==> config.mk <==
export PLATFORM = sky130hd
export DESIGN_NAME = far_ret_unit
export DESIGN_NICKNAME = d
export VERILOG_FILES = /design/src/rtl/far_ret_pkg.sv /design/src/rtl/far_ret_width.sv /design/src/rtl/far_ret_ring.sv /design/src/rtl/far_ret_unit.sv
export SDC_FILE = /design/constraint.sdc
export NUM_CORES = 1
export LEC_CHECK = 0
export ABC_AREA = 1
export CAP_MARGIN = 20
export CORE_MARGIN = 2
export CORE_UTILIZATION = 40
export DETAILED_ROUTE_END_ITERATION = 8
export DONT_BUFFER_PORTS = 1
export GPL_ROUTABILITY_DRIVEN = 1
export PLACE_DENSITY = 0.59
export SYNTH_ARGS = -nofsm -noshare
export SYNTH_HDL_FRONTEND = slang
export SYNTH_SLANG_ARGS = --single-unit
export TNS_END_PERCENT = 100
==> constraint.sdc <==
create_clock -name clk -period 4.31 [get_ports clk]
set_input_delay 0.6465 -clock clk [delete_from_list [all_inputs] [get_ports clk]]
set_output_delay 0.6465 -clock clk [all_outputs]
set_load 0.005 [all_outputs]
==> src/rtl/far_ret_pkg.sv <==
package far_ret_pkg;
  typedef enum logic [1:0] {
    ST_IDLE,
    ST_REQ,
    ST_WAIT
  } fr_state_t;

  typedef enum logic [1:0] {
    POP_IP,
    POP_CS,
    POP_SP,
    POP_SS
  } fr_pop_t;

  localparam int SEL_W = 16;
  localparam int PL_W  = 2;
endpackage

==> src/rtl/far_ret_width.sv <==
// Operand-size helper: pop step and pointer masking.
module far_ret_width #(
  parameter int AW   = 32,
  parameter int NARW = 16
) (
  input  logic          op32,
  input  logic [AW-1:0] raw,
  output logic [AW-1:0] step,
  output logic [AW-1:0] val
);
  localparam int HI_W = AW - NARW;

  always_comb begin
    step = op32 ? AW'(4) : AW'(2);
    val  = op32 ? raw : {{HI_W{1'b0}}, raw[NARW-1:0]};
  end
endmodule

==> src/rtl/far_ret_ring.sv <==
// Compares the popped requested level with the current one.
module far_ret_ring #(
  parameter int PLW = 2
) (
  input  logic [PLW-1:0] rpl,
  input  logic [PLW-1:0] cpl,
  output logic           outer,
  output logic           inner
);
  always_comb begin
    outer = rpl > cpl;
    inner = rpl < cpl;
  end
endmodule

==> src/rtl/far_ret_unit.sv <==
module far_ret_unit
  import far_ret_pkg::*;
#(
  parameter int AW = 32,
  parameter int NW = 16
) (
  input  logic             clk,
  input  logic             rst,
  input  logic             start,
  input  logic             op32,
  input  logic [1:0]       cur_cpl,
  input  logic [15:0]      cur_ss,
  input  logic [AW-1:0]    cur_sp,
  input  logic [NW-1:0]    imm_n,
  output logic             mem_rd,
  output logic [AW-1:0]    mem_addr,
  input  logic [AW-1:0]    mem_rdata,
  input  logic             mem_ack,
  output logic             done,
  output logic             fault,
  output logic [15:0]      new_cs,
  output logic [AW-1:0]    new_ip,
  output logic [15:0]      new_ss,
  output logic [AW-1:0]    new_sp,
  output logic [1:0]       new_cpl
);
  localparam int NPAD = AW - NW;

  fr_state_t         st_q;
  fr_pop_t           pop_q;
  logic              op32_q;
  logic [PL_W-1:0]   cpl_q;
  logic [SEL_W-1:0]  ss_q;
  logic [SEL_W-1:0]  cs_q;
  logic [NW-1:0]     n_q;
  logic [AW-1:0]     ptr_q;
  logic [AW-1:0]     ip_q;
  logic [AW-1:0]     nsp_q;

  logic [AW-1:0]     step;
  logic [AW-1:0]     pval;
  logic [SEL_W-1:0]  sel;
  logic              is_outer;
  logic              is_inner;
  logic [AW-1:0]     skip_ptr;

  far_ret_width #(.AW(AW), .NARW(16)) u_width (
    .op32 (op32_q),
    .raw  (mem_rdata),
    .step (step),
    .val  (pval)
  );

  assign sel = mem_rdata[SEL_W-1:0];

  far_ret_ring #(.PLW(PL_W)) u_ring (
    .rpl   (sel[PL_W-1:0]),
    .cpl   (cpl_q),
    .outer (is_outer),
    .inner (is_inner)
  );

  // Pointer past the selector slot plus the discarded parameter bytes.
  assign skip_ptr = ptr_q + step + {{NPAD{1'b0}}, n_q};

  assign mem_rd   = (st_q == ST_REQ);
  assign mem_addr = ptr_q;

  always_ff @(posedge clk) begin
    if (rst) begin
      st_q    <= ST_IDLE;
      pop_q   <= POP_IP;
      op32_q  <= 1'b0;
      cpl_q   <= '0;
      ss_q    <= '0;
      cs_q    <= '0;
      n_q     <= '0;
      ptr_q   <= '0;
      ip_q    <= '0;
      nsp_q   <= '0;
      done    <= 1'b0;
      fault   <= 1'b0;
      new_cs  <= '0;
      new_ip  <= '0;
      new_ss  <= '0;
      new_sp  <= '0;
      new_cpl <= '0;
    end else begin
      done  <= 1'b0;
      fault <= 1'b0;
      case (st_q)
        ST_IDLE: begin
          if (start) begin
            op32_q <= op32;
            cpl_q  <= cur_cpl;
            ss_q   <= cur_ss;
            n_q    <= imm_n;
            ptr_q  <= cur_sp;
            pop_q  <= POP_IP;
            st_q   <= ST_REQ;
          end
        end
        ST_REQ: st_q <= ST_WAIT;
        ST_WAIT: begin
          if (mem_ack) begin
            case (pop_q)
              POP_IP: begin
                ip_q  <= pval;
                ptr_q <= ptr_q + step;
                pop_q <= POP_CS;
                st_q  <= ST_REQ;
              end
              POP_CS: begin
                cs_q <= sel;
                if (is_inner) begin
                  fault <= 1'b1;
                  st_q  <= ST_IDLE;
                end else if (is_outer) begin
                  ptr_q <= skip_ptr;
                  pop_q <= POP_SP;
                  st_q  <= ST_REQ;
                end else begin
                  new_ip  <= ip_q;
                  new_cs  <= sel;
                  new_cpl <= sel[PL_W-1:0];
                  new_ss  <= ss_q;
                  new_sp  <= skip_ptr;
                  done    <= 1'b1;
                  st_q    <= ST_IDLE;
                end
              end
              POP_SP: begin
                nsp_q <= pval;
                ptr_q <= ptr_q + step;
                pop_q <= POP_SS;
                st_q  <= ST_REQ;
              end
              default: begin
                new_ip  <= ip_q;
                new_cs  <= cs_q;
                new_cpl <= cs_q[PL_W-1:0];
                new_ss  <= sel;
                new_sp  <= nsp_q;
                done    <= 1'b1;
                st_q    <= ST_IDLE;
              end
            endcase
          end
        end
        default: st_q <= ST_IDLE;
      endcase
    end
  end
endmodule

# Yosys cells after proc, flatten, opt, wreduce, memory -nomap -nowiden
# Cells that the tools add are included.
dict set report word_totals {
  regBits 251
  elab_cells 90
  in_bits 103
  output_inout_bits 133
}
dict set report op_classes {
  eq_ne 12
  add_sub_neg 2
  n_bitwise 4
  reduce_logical 14
  mux 39
  n_lt_le_gt_ge 2
}
# operator count
set ops {}
lappend ops {{32-bit two-way mux} 9}
lappend ops {{32-bit one-hot mux with 2 select lines} 4}
lappend ops {{16-bit two-way mux} 4}
lappend ops {{16-bit one-hot mux with 2 select lines} 2}
lappend ops {{32-bit by 16-bit adder with 32-bit output} 1}
lappend ops {{32-bit adder} 1}
lappend ops {{2-bit two-way mux} 8}
lappend ops {{2-bit one-hot mux with 3 select lines} 2}
lappend ops {{6-bit AND reduction} 2}
lappend ops {{3-bit inequality test, second input constant} 3}
lappend ops {{3-bit AND reduction} 3}
lappend ops {{2-bit inequality test, second input constant} 4}
lappend ops {{2-bit one-hot mux with 2 select lines} 2}
lappend ops {{1-bit two-way mux} 5}
lappend ops {{5-bit AND reduction} 1}
lappend ops {{2-bit by 1-bit == test with 1-bit output, second input constant} 2}
lappend ops {{2-bit == test, second input constant} 2}
lappend ops {{2-bit logical NOT} 2}
lappend ops {{4-bit by 2-bit inequality test with 1-bit output, second input constant} 1}
lappend ops {{1-bit NOT} 4}
lappend ops {{1-bit one-hot mux with 2 select lines} 2}
lappend ops {{2-bit AND reduction} 2}
lappend ops {{4-bit OR reduction} 1}
lappend ops {{3-bit two-way mux} 1}
lappend ops {{other kinds (5)} 5}

# Depth between registers and ports, before layout
# Gate-level depths: netlist of run 1.
dict set report logic_depth {
  depth_word 8
  depth_mapped 27
  mapped_depth_nobuf 25
}

# Cells and area by module
# Synthesis of run 1 repeated with hierarchy kept, for this count alone.
dict set report unflattened {
  hier_cells 2099
  hier_area_um2 14020.9
}
# mod cells_each instances area_per_inst_um2 seq_area_each_um2
set by_module_without_submodules {}
lappend by_module_without_submodules {far_ret_unit 2005 1 13446.6 4984.8}
lappend by_module_without_submodules {far_ret_width 83 1 509.2 0.0}
lappend by_module_without_submodules {far_ret_ring 11 1 65.1 0.0}

# Worst setup path after synthesis of run 1
# Ideal clock, no wire load.
dict set report synth_path {
  path_kind {register to register}
  start {reg op32_q}
  end {reg new_sp[29]}
  stages_incl_launch_ff 28
  required_time_ns 4.176
  setup_time_ns 0.134
  synth_period_minus_slack_ns 3.776
  t_arrival_ns 3.642
  slack_ns 0.534
  path_buffers 2
  cell_sequence {dfxtp_1 -> clkbuf_1 -> clkbuf_1 -> inv_1 -> ha_1 -> fa_1 -> nand2_2 -> nor2_8 -> nand2_4 -> inv_1 -> nand2_1 -> xor2_1 -> inv_1 -> ha_1 -> nand2_1 -> inv_1 -> a21boi_0 -> nand2_1 -> nor2_1 -> nor2_1 -> nor2_1 -> nor2_2 -> nand2_1 -> nand2_1 -> nand2_1 -> nand2_1 -> nand2_1 -> a21oi_1}
}
dict set report synth_between {
  elab_chain_len 6
}
# item line
set synth_lines {}
lappend synth_lines {{from (decl)} far_ret_unit.sv:31} ;# logic op32_q;
lappend synth_lines {{from (signal assigned)} far_ret_unit.sv:94} ;# op32_q <= op32;
lappend synth_lines {{3-bit two-way mux} far_ret_width.sv:14} ;# step = op32 ? AW'(4) : AW'(2);
lappend synth_lines {{32-bit adder} far_ret_unit.sv:64} ;# assign skip_ptr = ptr_q + step + {{NPAD{1'b0}}, n_q};
lappend synth_lines {{32-bit by 16-bit adder with 32-bit output} far_ret_unit.sv:64}
lappend synth_lines {{32-bit two-way mux} far_ret_unit.sv:118} ;# end else if (is_outer) begin
lappend synth_lines {{32-bit two-way mux} far_ret_unit.sv:115} ;# if (is_inner) begin
lappend synth_lines {{32-bit one-hot mux with 2 select lines} far_ret_unit.sv:106} ;# case (pop_q)
lappend synth_lines {{to (signal assigned)} far_ret_unit.sv:127} ;# new_sp <= skip_ptr;
lappend synth_lines {{to (signal assigned)} far_ret_unit.sv:143} ;# new_sp <= nsp_q;
lappend synth_lines {{to (decl)} far_ret_unit.sv:24} ;# output logic [AW-1:0] new_sp,
# No other way between the ends. The select of a mux whose other input is x is not followed.
# A chain may end at the register's enable or synchronous reset.

# Worst setup path in the final report of run 1
# Ends and elaborated chain as after synthesis.

==> results.sh, run 1 <==
export IMPL_clk_latency_ns=0.55
export IMPL_start_util_pct=40.8
export IMPL_n_antenna_cell=0
export IMPL_grtUsageMet2_pct=39.9
export IMPL_fillers=3120
export IMPL_status="completed"
export IMPL_worst_setup_path_start_kind="flip-flop"
export IMPL_post_cts_resized=0
export IMPL_hold_depth=1
export IMPL_hold_violations=0
export IMPL_port_buffer_count=0
export IMPL_period_needed_ns=3.81
export IMPL_max_stage_delay_ns=0.43
export IMPL_yosysSeqAreaShare_pct=41.1
export IMPL_worstPathRequired_ns=4.74
export IMPL_power_density_mw_per_mm2=441
export IMPL_grt_pass1_wl_um=62200
export IMPL_vias=11400
export IMPL_ys_ff_latch=249
export IMPL_grt_pass1_vias=10600
export IMPL_cp_top_family="simple AND/OR/NAND/NOR gates"
export IMPL_syn_avg_cell_area_sq_um=6.93
export IMPL_placed_cells=2046
export IMPL_synthFlopType="dfxtp_1"
export IMPL_synthArstFlopShare_pct=0
export IMPL_core_sq_mm=0.0297
export IMPL_reg2reg_depth=25
export IMPL_pwr_share_clk_pct=41.7
export IMPL_slowest_stage="fa_1"
export IMPL_cts_htree_levels=1
export IMPL_grt_setup_unrepaired="false"
export IMPL_synth_area_sq_mm=0.0121
export IMPL_cts_root_buffer="clkbuf_16"
export IMPL_setup_viol=0
export IMPL_ant_nets=0
export IMPL_min_period_over_period_pct=88.5
export IMPL_p_leak_nw=5.21
export IMPL_fin_worst_skew_ns=0.0201
export IMPL_die_w_um=178
export IMPL_top_usage_layer="met2"
export IMPL_row_count=63
export IMPL_antenna_found_initial=0
export IMPL_p_sw_share_pct=29.3
export IMPL_clk_pin_slew_ns=0.07
export IMPL_combPwrFrac_pct=14.9
export IMPL_path_depth=25
export IMPL_viasPerCell=5.41
export IMPL_hpwl_um=29000
export IMPL_tritoncts="built"
export IMPL_final_cells=2097
export IMPL_synth_edf_count=0
export IMPL_drc_errors=0
export IMPL_first_pass_iters=5
export IMPL_synth_distinct_cells=43
export IMPL_power_switching_mw=1.72
export IMPL_gp_congestion=0.921
export IMPL_io_pins=236
export IMPL_p_total_mw=5.87
export IMPL_crit_fanout=7
export IMPL_grtUsageMet1_pct=34.6
export IMPL_area_growth_pct=9.74
export IMPL_tightest_slew_ns=1.07
export IMPL_grt_usage_pct=25.4
export IMPL_post_cts_buffers=0
export IMPL_drive_gt1_share_pct=6.44
export IMPL_die_y_um=178
export IMPL_setup_tns_ns=0
export IMPL_whs_ns=0.175
export IMPL_grt_ovfl_total=0
export IMPL_p_int_mw=4.15
export IMPL_syn_inst=1749
export IMPL_critPathKind="flip-flop to flip-flop"
export IMPL_finalMaxSlewViolations=0
export IMPL_worst_setup_path_end_kind="flip-flop"
export IMPL_min_path_type="primary input to flip-flop"
export IMPL_maxSlewHeadroom_pct=28.9
export IMPL_fmaxAchievable_ghz=0.262
export IMPL_ys_warn_count=0
export IMPL_nets=1816
export IMPL_met3_usage_pct=6.01
export IMPL_synth_nets=1878
export IMPL_crit_buf_inv=4
export IMPL_clockBufferDepth=3
export IMPL_routedWlPerCell_um=19.6
export IMPL_seqPwrFrac_pct=43.4
export IMPL_numCtsBuffers=27
export IMPL_holdBufCountCts=0
export IMPL_critPathArrivalTime_ns=4.24
export IMPL_post_route_util_pct=44.8
export IMPL_drt_total_wl_um=41200
export IMPL_crit_path_frequent_cell="nand2_1"
export IMPL_cap_viol_max_count=0
export IMPL_cts_sinks=249
export IMPL_ir_worst_vdd_mv=0.303
export IMPL_grt_start_max_net_pins=134
export IMPL_dieArea_sq_mm=0.0317
export IMPL_drt_iter0_markers=879
==> logic make-up (layout without fill, tap and decap cells) <==
logic type,after synthesis,after routing,share of synthesized area (%)
compound gates,502,502,22.2
xor+xnor,33,33,2.38
fa+ha+maj,26,26,2.81
buf+inv,227,185,7.23
flops,249,249,41.1
simple gates,712,712,24.3
==> placed cells by master (no fill, tap or decap), types with 2 or more instances in the layout <==
| cell type | instances |
|---|---|
| a211oi_1 | 2 |
| a21boi_0 | 3 |
| a21o_1 | 5 |
| a21oi_1 | 217 |
| a21oi_2 | 7 |
| a31oi_1 | 37 |
| buf_12 | 2 |
| buf_16 | 2 |
| buf_4 | 11 |
| bufinv_16 | 4 |
| clkbuf_1 | 6 |
| clkbuf_16 | 27 |
| clkbuf_8 | 5 |
| clkinv_2 | 5 |
| dfxtp_1 | 249 |
| fa_1 | 2 |
| ha_1 | 23 |
| inv_1 | 115 |
| inv_2 | 5 |
| nand2_1 | 410 |
| nand2_2 | 8 |
| nand2_4 | 4 |
| nand3_1 | 59 |
| nand3b_1 | 2 |
| nand4_1 | 7 |
| nor2_1 | 192 |
| nor2_2 | 10 |
| nor2_4 | 6 |
| nor3_1 | 5 |
| o211ai_1 | 13 |
| o21ai_0 | 206 |
| o21bai_1 | 3 |
| o21bai_2 | 2 |
| o31ai_1 | 2 |
| or2_2 | 4 |
| xnor2_1 | 14 |
| xor2_1 | 19 |
==> registers in the layout (all words and copies together), names as in the netlist <==
signal    cells
new_sp       32
fault         1
pop_q         2
nsp_q        32
mem_addr     32
ss_q         16
new_ss       16
new_ip       32
new_cs       16
ip_q         32
st_q          2
n_q          16
done          1
op32_q        1
cs_q         16
cpl_q         2
==> power groups by stage <==
| stage | registers (mW) | clock network, mW | logic [mW] |
|---|---|---|---|
| finish | 2.55 | 2.45 | 0.875 |
| global route | 2.56 | 2.58 | 0.980 |
| CTS | 2.55 | 2.50 | 0.865 |
| detailed placement | 2.60 | 0 | 0.861 |
| global placement | 2.60 | 0 | 0.857 |
| floorplan | 2.54 | 0 | 0.630 |
==> area by class of cell <==
| type | instances | area (sq um) | share of cell area [%] |
|---|---|---|---|
| inverter | 121 | 457 | 3.43 |
| tap | 390 | 488 | 3.67 |
| timing repair buffer | 15 | 178 | 1.34 |
| sequential | 249 | 4980 | 37.5 |
| multi-input combinational | 1273 | 6260 | 47.1 |
| clock inverter | 11 | 161 | 1.21 |
| clock buffer | 38 | 767 | 5.77 |
==> metal layers <==
metal  up-vias  share of wire, %
met4         0               2.8
met3        61               8.1
li1       5653                 -
met1      5294                45
met5         -                 0
met2       347                44
==> synth_stat cells, types with 3 or more instances <==
library cell / instances / area share, %
clkbuf_1: 86 / 2.7
nand4_1: 7 / 0.36
o21bai_1: 3 / 0.19
buf_1: 5 / 0.15
dfxtp_1: 249 / 41
nand3_1: 59 / 2.4
nor3_1: 5 / 0.21
a21o_1: 5 / 0.31
or2_2: 4 / 0.21
xor2_1: 19 / 1.4
xnor2_1: 14 / 1.0
nand2_1: 410 / 13
a21boi_0: 3 / 0.19
inv_2: 4 / 0.12
a21oi_1: 217 / 9.0
o211ai_1: 13 / 0.81
ha_1: 24 / 2.5
nor2_2: 9 / 0.46
nand2_2: 8 / 0.41
nor2_4: 6 / 0.56
inv_1: 117 / 3.6
nand2_4: 4 / 0.37
o21ai_0: 206 / 8.5
nor2_1: 193 / 6.0
a21oi_2: 7 / 0.51
a31oi_1: 37 / 1.9
buf_2: 13 / 0.54
==> path summary, 6_finish.rpt <==
check	slack, ns	end	start
max reg2reg	0.50	new_sp[29]$_SDFFE_PP0P_	op32_q$_SDFFE_PP0P_
max	0.50	new_sp[29]$_SDFFE_PP0P_	op32_q$_SDFFE_PP0P_
min reg2reg	0.45	new_ip[23]$_SDFFE_PP0P_	ip_q[23]$_SDFFE_PP0P_
min	0.18	cs_q[12]$_SDFFE_PP0P_	rst
==> worst register-to-register path: cells and delay by family (launching register included) <==
family	cells	cell delay [ns]
AO/OA/AOI/OAI	2	0.21
XOR/XNOR	1	0.19
adder cells (fa/ha/maj)	3	0.97
buffers and inverters	4	0.30
flip-flops	1	0.40
AND/OR/NAND/NOR	15	1.61
==> metrics by stage <==
step,setup slack (ns),instance area (sq um)
CTS,0.507,13200
global placement,0.674,12300
floorplan,0.534,12100
finish,0.497,13300
detailed placement,0.536,12300
global route,0.178,13300
Note: power is estimated with default switching activity, not from simulation.
==> run 2: changes to the inputs <==
--- a/config.mk
+++ b/config.mk
@@ -12,7 +12,7 @@
 export DETAILED_ROUTE_END_ITERATION = 8
 export DONT_BUFFER_PORTS = 1
 export GPL_ROUTABILITY_DRIVEN = 1
-export PLACE_DENSITY = 0.59
+export PLACE_DENSITY = 0.61
 export SYNTH_ARGS = -nofsm -noshare
 export SYNTH_HDL_FRONTEND = slang
 export SYNTH_SLANG_ARGS = --single-unit
==> constraint.sdc (replaced) <==
create_clock -name clk -period 3.4 [get_ports clk]
set_input_delay 0.51 -clock clk [delete_from_list [all_inputs] [get_ports clk]]
set_output_delay 0.51 -clock clk [all_outputs]
set_load 0.005 [all_outputs]
==> results.sh, run 2 (synthesis gave the netlist of run 1 again) <==
export IMPL_first_pass_iters=5
export IMPL_core_sq_mm=0.0297
export IMPL_register_area_sq_mm=0.00499
export IMPL_grt_ovfl_total=0
export IMPL_n_antenna_cell=0
export IMPL_viasPerCell=5.40
export IMPL_die_w_um=178
export IMPL_min_to="nsp_q[1]$_SDFFE_PP0P_"
export IMPL_setup_slack_ns=0.156
export IMPL_dpl_cell_area_sq_mm=0.0126
export IMPL_min_path_type="primary input to flip-flop"
export IMPL_io_pins=236
export IMPL_drt_iter0_markers=842
export IMPL_tritoncts="built"
export IMPL_grt_pass1_wl_um=62100
export IMPL_setup_tns_ns=0
export IMPL_grt_usage_pct=25.2
export IMPL_fmaxAchievable_ghz=0.308
export IMPL_critPathKind="flip-flop to flip-flop"
export IMPL_clockBufferDepth=3
export IMPL_worstPathRequired_ns=3.84
export IMPL_layout_commonest_cell="nand2_1"
export IMPL_cts_root_buffer="clkbuf_16"
export IMPL_row_count=63
export IMPL_routedWlPerCell_um=19.2
export IMPL_grt_start_max_net_pins=134
export IMPL_finalMaxSlewViolations=0
export IMPL_crit_fanout=4
export IMPL_reg2reg_depth=21
export IMPL_fillers=2998
export IMPL_drc_errors=0
export IMPL_clk_latency_ns=0.58
export IMPL_final_cell_mix="nand2_1 (400), dfxtp_1 (248), a21oi_1 (214)"
export IMPL_place_ws_ns=-0.0404
export IMPL_port_buffer_count=0
export IMPL_grt_pass1_vias=10800
export IMPL_multi_input_area_sq_mm=0.00651
export IMPL_ir_worst_vdd_mv=0.366
export IMPL_ff2ff_setup_slack_ns=0.16
export IMPL_fin_area_sq_mm=0.0139
export IMPL_dieArea_sq_mm=0.0317
export IMPL_cts_sinks=249
export IMPL_ant_nets=0
export IMPL_reg2reg_to="mem_addr[31]$_SDFFE_PP0P_"
export IMPL_clk_pin_slew_ns=0.06
export IMPL_min_period_over_period_pct=95.4
export IMPL_regToRegStartpoint="op32_q$_SDFFE_PP0P_"
export IMPL_maxSlewHeadroom_pct=30.5
export IMPL_antenna_found_initial=0
export IMPL_worst_setup_path_start_kind="flip-flop"
export IMPL_area_growth_pct=14.5
export IMPL_critPathArrivalTime_ns=3.68
export IMPL_numCtsBuffers=28
export IMPL_status="completed"
export IMPL_period_needed_ns=3.24
export IMPL_die_y_um=178
export IMPL_hold_depth=1
export IMPL_grt_setup_unrepaired="true"
export IMPL_worst_setup_path_end_kind="flip-flop"
export IMPL_drive_gt1_share_pct=11.0
export IMPL_drt_total_wl_um=41100
export IMPL_cap_viol_max_count=0
export IMPL_setup_viol=0
export IMPL_hpwl_um=28900
export IMPL_power_density_mw_per_mm2=553
export IMPL_gp_congestion=0.944
export IMPL_p_leak_nw=5.48
export IMPL_start_util_pct=40.8
export IMPL_vias=11500
export IMPL_nets=1855
export IMPL_hold_path_startpoint="rst"
export IMPL_cts_htree_levels=1
export IMPL_hold_violations=0
export IMPL_tightest_slew_ns=1.04
export IMPL_fin_worst_skew_ns=0.0334
[run 2: cell count changes in the layout (fill, tap and decap cells not counted), sizes merged]
| cell | change |
|---|---|
| buf | +35 |
| bufinv | -2 |
| clkbuf | +2 |
| clkinv | +4 |
| clkinvlp | -1 |
| dlygate4sd3 | +3 |
| inv | -1 |
[run 2: how the worst max path moves through the flow]
stage	from	end	slack, ns	cells after the start
after global routing	op32_q$_SDFFE_PP0P_	mem_addr[31]$_SDFFE_PP0P_	-0.07	19
after global placement	op32_q$_SDFFE_PP0P_	mem_addr[29]$_SDFFE_PP0P_	0.05	24
after CTS	op32_q$_SDFFE_PP0P_	mem_addr[20]$_SDFFE_PP0P_	0.006	21
final	op32_q$_SDFFE_PP0P_	mem_addr[31]$_SDFFE_PP0P_	0.16	21
after detailed placement	op32_q$_SDFFE_PP0P_	mem_addr[29]$_SDFFE_PP0P_	-0.04	22
after floorplan	op32_q$_SDFFE_PP0P_	new_sp[29]$_SDFFE_PP0P_	0.02	26
[run 2: timing repair]
action / CTS / global route
gates resized for setup: 1 / 46
setup endpoints to repair: 9 / 34
hold endpoints to repair: 19 / 0
pin swaps: 3 / 23
hold buffers: 3 / 0
buffers inserted: 1 / 4
[run 2: per-stage QoR]
step           instances  hold slack [ns]  total power, mW  utilization, %
3_3_place_gp        2078            0.440             4.43            42.4
2_1_floorplan       1749            0.420             4.03               -
6_report            2137           0.0237             7.67            46.7
4_1_cts             2133        0.0000591             7.63            45.9
5_1_grt             2137          0.00547             7.99            46.7
3_5_place_dp        2078            0.431             4.44            42.4
[run 2: where the power goes]
group,leakage [nW],switching (mW),internal [mW],total [mW]
sequential,2.02,0.166,3.05,3.22
clock,0.496,1.28,1.90,3.18
combinational,2.96,0.832,0.431,1.26
total,5.48,2.28,5.38,7.67
[run 2: worst max-delay path, cell delays in order (launching register included)]
cell	delay, ns
dfxtp_2	0.32
inv_1	0.10
ha_4	0.15
fa_2	0.23
nand2_4	0.08
nor2_8	0.17
buf_4	0.16
inv_2	0.04
nor2_4	0.13
xor2_2	0.23
ha_4	0.25
buf_4	0.13
nand2_1	0.09
o21ai_0	0.10
a31oi_1	0.19
nand2_1	0.13
nand3_1	0.12
nand2_1	0.10
nand3_1	0.11
nand3_1	0.10
nand2_1	0.13
a21oi_2	0.05
[run 2: cell type report]
class / count / area share [%]
clock buffer: 40 / 6.17
clock inverter: 11 / 0.965
inverter: 121 / 3.29
multi-input combinational: 1273 / 46.9
sequential: 249 / 35.9
tap: 390 / 3.52
timing repair buffer: 53 / 3.19
[run 2: per-layer routing]
layer  vias up  routed length [um]  global-route usage [%]
li1       5712                   -                       -
met1      5340               17800                    34.3
met2       431               18100                    39.2
met3        64                3910                    6.52
met4         0                1280                    7.21
met5         -                   0                       0
==> run 3: changes to the inputs <==
--- a/config.mk
+++ b/config.mk
@@ -7,7 +7,7 @@
 export LEC_CHECK = 0
 export ABC_AREA = 1
 export CAP_MARGIN = 20
-export CORE_MARGIN = 2
+export CORE_MARGIN = 1.5
 export CORE_UTILIZATION = 40
 export DETAILED_ROUTE_END_ITERATION = 8
 export DONT_BUFFER_PORTS = 1
==> results.sh, run 3 (synthesis gave the netlist of run 1 again) <==
export IMPL_power_switching_mw=2.29
export IMPL_tightest_slew_ns=0.756
export IMPL_vias=11400
export IMPL_grt_usage_pct=25.0
export IMPL_hpwl_um=28300
export IMPL_max_stage_delay_ns=0.37
export IMPL_p_int_mw=5.59
export IMPL_grt_start_max_net_pins=134
export IMPL_port_buffer_count=0
export IMPL_seqPwrFrac_pct=40.8
export IMPL_critPathKind="flip-flop to flip-flop"
export IMPL_p_leak_nw=5.51
export IMPL_min_period_over_period_pct=94.9
export IMPL_routedWlPerCell_um=18.8
export IMPL_slowest_stage="fa_2"
export IMPL_final_cell_mix="nand2_1 (402), dfxtp_1 (247), a21oi_1 (212)"
export IMPL_cts_root_buffer="clkbuf_16"
export IMPL_final_cells=2143
export IMPL_fin_worst_skew_ns=0.0110
export IMPL_ir_worst_vdd_mv=0.411
export IMPL_fmaxAchievable_ghz=0.310
export IMPL_die_w_um=177
export IMPL_dpl_cell_area_sq_mm=0.0126
export IMPL_worst_setup_path_start_kind="flip-flop"
export IMPL_critPathArrivalTime_ns=3.67
export IMPL_layout_commonest_cell="nand2_1"
export IMPL_numCtsBuffers=29
export IMPL_tritoncts="built"
export IMPL_combPwrFrac_pct=15.8
export IMPL_regToRegStartpoint="op32_q$_SDFFE_PP0P_"
export IMPL_gp_congestion=0.887
export IMPL_worst_setup_path_end_kind="flip-flop"
export IMPL_worstPathRequired_ns=3.84
export IMPL_pwr_share_clk_pct=43.4
export IMPL_first_pass_iters=5
export IMPL_setup_worst_path_start="op32_q$_SDFFE_PP0P_"
export IMPL_p_sw_share_pct=29.0
export IMPL_clk_pin_slew_ns=0.06
export IMPL_grt_ovfl_total=0
export IMPL_path_depth=23
export IMPL_crit_path_cell_trace="inv_1 > ha_2 > fa_2 > nand2_4 > nor2_8 > nand2_4 > inv_2 > nand2_2 > xor2_2 > inv_2 > ha_4 > buf_4 > a21o_1 > nor2_2 > o21a_1 > nand2_2 > nand2_4 > inv_2 > nand2_1 > xor2_2 > nand2_1 > nand3_1 > a21oi_1"
export IMPL_min_path_type="primary input to flip-flop"
export IMPL_setup_slack_ns=0.174
export IMPL_cts_sinks=249
export IMPL_setup_viol=0
export IMPL_cp_top_family="simple AND/OR/NAND/NOR gates"
export IMPL_maxSlewHeadroom_pct=49.5
export IMPL_status="completed"
export IMPL_drive_gt1_share_pct=11.4
export IMPL_grt_pass1_wl_um=61000
export IMPL_period_needed_ns=3.23
export IMPL_row_count=63
export IMPL_die_y_um=177
export IMPL_crit_buf_inv=5
export IMPL_area_growth_pct=15.6
export IMPL_hold_path_startpoint="rst"
export IMPL_start_util_pct=40.8
export IMPL_hold_depth=1
export IMPL_drt_iter0_markers=748
export IMPL_cts_htree_levels=1
export IMPL_crit_fanout=5
export IMPL_power_density_mw_per_mm2=562
export IMPL_clockBufferDepth=3
export IMPL_cap_viol_max_count=0
export IMPL_drc_errors=0
export IMPL_nets=1859
export IMPL_io_pins=236
export IMPL_antenna_found_initial=0
export IMPL_post_route_util_pct=47.2
export IMPL_clk_latency_ns=0.56
export IMPL_grt_pass1_vias=10600
export IMPL_fin_area_sq_mm=0.0140
export IMPL_placed_cells=2080
export IMPL_reg2reg_depth=23
export IMPL_viasPerCell=5.33
export IMPL_finalMaxSlewViolations=0
export IMPL_n_antenna_cell=0
export IMPL_place_ws_ns=0.0206
export IMPL_ant_nets=0
export IMPL_hold_violations=0
export IMPL_core_sq_mm=0.0297
export IMPL_drt_total_wl_um=40300
export IMPL_dieArea_sq_mm=0.0314
[run 3: cell types whose count changed in the layout (fill, tap and decap cells not counted), moves of 3 or more]
cell	delta
bufinv_16	+3
clkbuf_8	-4
buf_4	+4
clkinv_4	+3
clkinv_2	-3
[run 3: final timing paths]
kind                            slack [ns]                        end
worst max-delay path                  0.17  mem_addr[20]$_SDFFE_PP0P_
worst min-delay path                  0.03      cs_q[12]$_SDFFE_PP0P_
worst max register to register        0.17  mem_addr[20]$_SDFFE_PP0P_
worst min register to register        0.44    new_ip[19]$_SDFFE_PP0P_
[run 3: area by class of cell]
class | count | area [sq um]
clock buffers | 39 | 833
clock inverters | 15 | 233
fillers | 3030 | 15700
inverters | 121 | 457
multi-input cells | 1273 | 6530
flip-flops and latches | 249 | 4990
well taps | 390 | 488
repair buffers | 56 | 488
[run 3: power by group through the flow]
stage                     clock network [mW]  registers (mW)  logic [mW]
after floorplan                            0            3.22       0.809
after global placement                     0            3.27        1.13
after detailed placement                   0            3.27        1.14
after CTS                               3.48            3.21        1.15
after global routing                    3.59            3.24        1.38
final                                   3.42            3.22        1.24
[run 3: per-stage QoR]
step,total power [mW],hold WS (ns),setup TNS (ns)
2_1_floorplan,4.03,0.420,0
3_3_place_gp,4.40,0.438,0
3_5_place_dp,4.41,0.433,0
4_1_cts,7.84,0.000335,0
5_1_grt,8.21,0.00353,-0.0295
6_report,7.88,0.0302,0
[run 3: metal layers]
metal	GRT usage [%]	part of all wire (%)	vias to the layer above
met5	0	0	-
li1	-	-	5721
met2	39.1	44	356
met4	7.24	3.0	0
met1	34.3	45	5274
met3	5.67	8.0	63
[run 3: what timing repair did]
| item | 4_1_cts | 5_1_grt |
|---|---|---|
| endpoints found under the setup margin | 1 | 33 |
| setup buffers | 0 | 6 |
| cloned | 0 | 0 |
| pin swaps | 0 | 17 |
| endpoints found under the hold margin | 0 | 1 |
| hold buffers | 0 | 1 |
| resized for setup | 1 | 49 |
